--- src/rtl/acd_pkg.sv ---
package acd_pkg;
  // Master-clock periods per bit-clock period for each channel length
  localparam int MCK_PER_BIT_CH16 = 8;
  localparam int MCK_PER_BIT_CH32 = 4;
  localparam int MCK_PER_BIT_MAX  = MCK_PER_BIT_CH16;

  typedef enum logic {
    CH_16 = 1'b0,
    CH_32 = 1'b1
  } chan_len_e;
endpackage

--- src/rtl/acd_ratio_cnt.sv ---
// Kernel-cycle counter for the 2*div+odd ratio, with the phase decode.
module acd_ratio_cnt #(
  parameter int DIV_W = 8,
  localparam int CW = DIV_W + 1
) (
  input  logic             clk,
  input  logic             rst,
  input  logic             restart,
  input  logic [DIV_W-1:0] div,
  input  logic             odd,
  output logic             at_start,
  output logic             wrap,
  output logic             hi_phase
);
  logic [CW-1:0] n_tot;
  logic [CW-1:0] hi_len;
  logic [CW-1:0] cnt;

  // Illegal small divide values fall back to a ratio of two
  always_comb begin
    if (div < DIV_W'(2)) begin
      n_tot  = CW'(2);
      hi_len = CW'(1);
    end else begin
      n_tot  = {div, 1'b0} + CW'(odd);
      hi_len = {1'b0, div} + CW'(odd);
    end
  end

  assign at_start = (cnt == '0);
  assign wrap     = (cnt == n_tot - CW'(1));
  assign hi_phase = (cnt < hi_len);

  always_ff @(posedge clk) begin
    if (rst || restart) begin
      cnt <= '0;
    end else if (wrap) begin
      cnt <= '0;
    end else begin
      cnt <= cnt + CW'(1);
    end
  end
endmodule

--- src/rtl/acd_bit_presc.sv ---
// Counts master-clock periods to form the bit clock when the master clock is on.
module acd_bit_presc
  import acd_pkg::*;
#(
  parameter int R16 = MCK_PER_BIT_CH16,
  parameter int R32 = MCK_PER_BIT_CH32,
  localparam int RMAX = (R16 > R32) ? R16 : R32,
  localparam int PW = $clog2(RMAX)
) (
  input  logic      clk,
  input  logic      rst,
  input  logic      restart,
  input  logic      step,
  input  chan_len_e chan,
  output logic      at_start,
  output logic      level
);
  logic [PW-1:0] pcnt;
  logic [PW-1:0] last_idx;
  logic [PW-1:0] half;

  always_comb begin
    if (chan == CH_32) begin
      last_idx = PW'(R32 - 1);
      half     = PW'(R32 / 2);
    end else begin
      last_idx = PW'(R16 - 1);
      half     = PW'(R16 / 2);
    end
  end

  assign at_start = (pcnt == '0);
  assign level    = (pcnt < half);

  always_ff @(posedge clk) begin
    if (rst || restart) begin
      pcnt <= '0;
    end else if (step) begin
      pcnt <= (pcnt == last_idx) ? '0 : pcnt + PW'(1);
    end
  end
endmodule

--- src/rtl/audio_clk_div.sv ---
module audio_clk_div
  import acd_pkg::*;
#(
  parameter int DIV_W = 8
) (
  input  logic             clk,
  input  logic             rst,
  input  logic             en,
  input  logic [DIV_W-1:0] div_i,
  input  logic             odd_i,
  input  logic             mck_en_i,
  input  logic             chan32_i,
  output logic             mck_o,
  output logic             bclk_o,
  output logic             bclk_tick_o
);
  localparam int CFG_W = DIV_W + 3;

  logic [CFG_W-1:0] cfg_now, cfg_q;
  logic             restart;
  logic             r_start, r_wrap, r_hi;
  logic             p_start, p_level;
  chan_len_e        chan;

  assign cfg_now = {div_i, odd_i, mck_en_i, chan32_i};
  assign chan    = chan_len_e'(chan32_i);

  always_ff @(posedge clk) begin
    if (rst) cfg_q <= '0;
    else     cfg_q <= cfg_now;
  end

  // Any configuration edit or disable returns both stages to phase zero
  assign restart = !en || (cfg_now != cfg_q);

  acd_ratio_cnt #(.DIV_W(DIV_W)) u_ratio (
    .clk      (clk),
    .rst      (rst),
    .restart  (restart),
    .div      (div_i),
    .odd      (odd_i),
    .at_start (r_start),
    .wrap     (r_wrap),
    .hi_phase (r_hi)
  );

  acd_bit_presc u_presc (
    .clk      (clk),
    .rst      (rst),
    .restart  (restart),
    .step     (r_wrap && mck_en_i),
    .chan     (chan),
    .at_start (p_start),
    .level    (p_level)
  );

  always_ff @(posedge clk) begin
    if (rst || restart) begin
      mck_o       <= 1'b0;
      bclk_o      <= 1'b0;
      bclk_tick_o <= 1'b0;
    end else begin
      mck_o <= mck_en_i && r_hi;
      if (mck_en_i) begin
        bclk_o      <= p_level;
        bclk_tick_o <= r_start && p_start;
      end else begin
        bclk_o      <= r_hi;
        bclk_tick_o <= r_start;
      end
    end
  end
endmodule

--- config.mk ---
export PLATFORM = sky130hd
export DESIGN_NAME = audio_clk_div
export DESIGN_NICKNAME = d
export VERILOG_FILES = /design/src/rtl/acd_pkg.sv /design/src/rtl/acd_ratio_cnt.sv /design/src/rtl/acd_bit_presc.sv /design/src/rtl/audio_clk_div.sv
export SDC_FILE = /design/constraint.sdc
export NUM_CORES = 1
export LEC_CHECK = 0
export BUFFER_PORTS_ARGS = -buffer_cell sky130_fd_sc_hd__buf_4
export CAP_MARGIN = 20
export CORE_UTILIZATION = 49
export CTS_BUF_LIST = sky130_fd_sc_hd__clkbuf_4
export DETAILED_ROUTE_END_ITERATION = 10
export GPL_TIMING_DRIVEN = 0
export PLACE_DENSITY = 0.68
export SLEW_MARGIN = 20
export SYNTH_ARGS = -nofsm -noshare
export SYNTH_HDL_FRONTEND = slang
export SYNTH_SLANG_ARGS = --single-unit
--- constraint.sdc ---
create_clock -name clk -period 3.35 [get_ports clk]
set_clock_uncertainty 0.1 [all_clocks]
set_input_delay 0.1675 -clock clk [delete_from_list [all_inputs] [get_ports clk]]
set_output_delay 0.1675 -clock clk [all_outputs]
set_load 0.05 [all_outputs]
==> impl_metrics.yaml <==
min_path:
  hold_depth: 2
  hold_path.class: "primary input to flop"
clocking:
  clock_path_buffers: 2
  postCtsResizedCells: 0
  cts_tree: "built"
  clkTransAtPathRegs_ns: 0.13
  post_cts_buffers: 0
  root_buffer: "clkbuf_4"
  cts.sinks: 26
  cts_buffers: 3
  cts_max_level: 1
  insertion_delay_ns: 0.32
  cts_hold_buffers: 1
sta:
  max_freq_mhz: 348.9
  worst_slew_pin_slew_ns: 0.4985
  hold_viol: 0
  setup-violations-final: 0
  rsz0062_at_grt: "no"
  finalMaxSlewViolations: 0
  slew_headroom: 0.6651
  timing.final.crit_period_ns: 2.866
  period_share: 0.8556
  final.setup.tns_ns: 0
finish:
  syn_to_final_growth_pct: 9.829
  diodes: 0
  layout.nets: 261
  drive_gt1_frac: 0.1223
drt:
  wire_per_inst_um: 13.09
  via_per_inst: 5.364
  drt_iter0_markers: 84
  drc: 0
  final_antenna_net_count: 0
  firstDrtPassIters: 4
  routed_wl_mm: 3.599
  num_vias: 1475
floorplan:
  die_area_um2: 3989
  die_y_um: 63.16
  coreArea_um2: 3468
  ioPinCount: 17
  die_w_um: 63.16
  start_util: 0.5285
  num_rows: 21
synthesis:
  synth.net_count: 243
  syn_inst: 213
  synth_top_family_by_area: "simple AND/OR/NAND/NOR gates"
  synth_ff_type: "dfxtp_1"
  synth.ff_latch_count: 26
  synth_cell_types: 45
  yosys.area.top_type: "dfxtp_1"
  syn-cell-area_um2: 1833
  yosysWarnings: 0
  synth_edf_count: 0
  synth-xor-area-share: 0.1481
  yosys.area_share.simple: 0.2662
  synth_area_leaders: "dfxtp_1, ha_1, xor2_1, xnor2_1, nor2b_1"
  yosysMostFrequentCell: "dfxtp_1"
  syn_avg_cell_area_um2: 8.606
  synth_fa_ha_area_frac: 0.1092
  synth_common_cells: "dfxtp_1, xor2_1, ha_1, nor2_1"
  synth_compound_area_frac: 0.1304
  synth_mux_area_frac: 0.005461
  async_flop_share: 0
  synth-seq-area-share: 0.2840
  synth_top_area_frac: 0.2840
global_route:
  grt-ovfl-total: 0
  grt_pass1_wl_mm: 6.575
  antenna_found_initial: 0
  grt_max_degree: 14
  grt_usage: 0.2058
  grt_pass1_vias: 1496
setup_path:
  arrival_ns: 3.02
  path_max_fanout: 8
  required_ns: 3.50
  crit_type: "primary input to flop"
  crit_path_end_kind: "flop"
  reg2reg_depth: 7
  critPathLaunchType: "primary input"
power_and_ir_drop:
  vdd_drop_max_mv: 0.2470
  p_per_area_nw_per_um2: 271.6
  p_leak_nw: 0.7909
  p_total_w: 0.0005468
status:
  status: "finished clean"
placement:
  io_buffers: 12
  dp_hpwl_mm: 2.869
  place.gp.congestion: 0.7867
run:
  max-cap-violations: 0
power by group:
part	leakage (nW)	switching (W)	internal (W)
registers	0.212	0.00000289	0.000316
clock network	0.0138	0.0000900	0.0000421
logic	0.565	0.0000514	0.0000440
per-layer routing:
metal  wire length, um  share of wire  vias to the layer above  GRT usage
met4                18         0.0050                        0    0.02616
met1              1679           0.47                      685     0.2481
met5                 0              0                        -          0
li1                  -              -                      774          -
met3               125          0.035                        2    0.04348
met2              1775           0.49                       14     0.3777
registers in the layout (all words and copies together) (netlist names):
name	flops
cfg_q	11
u_ratio.cnt	9
u_presc.pcnt	3
bclk_o	1
bclk_tick_o	1
mck_o	1
worst max-delay path, cell delays in order:
cell	delay, ns
clkbuf_1	0.18
nor3_1	0.49
nand2_1	0.23
nand2_1	0.12
ha_1	0.29
nor4bb_1	0.32
o21ai_1	0.09
a211oi_1	0.39
nand4_1	0.17
or4_1	0.42
a21oi_1	0.15
layout make-up:
cell class | instances | area, um2
Fill cell | 349 | 1455
Multi-Input combinational cell | 164 | 1209
Sequential cell | 26 | 520.5
Timing Repair Buffer | 13 | 100.1
Buffer | 15 | 73.82
Tap cell | 46 | 57.56
Inverter | 8 | 30.03
Clock buffer | 3 | 22.52
cell families (layout without fill, tap and decap cells):
group           count (synthesis)  count (layout)
simple gates                   82              82
compound gates                 34              34
xor+xnor                       31              31
flops                          26              26
buf+inv                        23              39
fa+ha+maj                      16              16
mux                             1               1
cells in the final DEF (no fill, tap or decap), types with 5 or more instances in the layout:
cell and n:
dfxtp_1 26, o21ai_1 5, xor2_1 21, a21oi_1 8, nand2_1 13, buf_4 12
xnor2_1 10, nor2b_1 13, nand3_1 11, ha_1 16, nor2_1 15, clkbuf_1 11
o21a_1 5, inv_1 8
per-stage QoR:
step | hold slack [ns] | util | worst slack, ns | cells | instance area [um2]
2_1_floorplan | 0.1391 | - | 0.6238 | 213 | 1833
3_3_place_gp | 0.2486 | 0.5711 | 0.1600 | 271 | 1981
3_5_place_dp | 0.2744 | 0.5711 | 0.1369 | 271 | 1981
4_1_cts | 0.01553 | 0.5804 | 0.4873 | 275 | 2013
5_1_grt | 0.007304 | 0.5804 | 0.06047 | 275 | 2013
6_report | 0.01409 | 0.5804 | 0.4837 | 275 | 2013
path summary, 6_finish.rpt:
path	slack (ns)	from	end
hold reg to reg	0.41	u_presc.pcnt[1]	u_presc.pcnt[1]
setup / recovery	0.48	div_i[6]	u_presc.pcnt[2]
hold / removal	0.01	div_i[0]	cfg_q[3]
setup reg to reg	0.97	u_ratio.cnt[5]	u_presc.pcnt[2]
No activity file was read; power rests on OpenSTA's default activity.
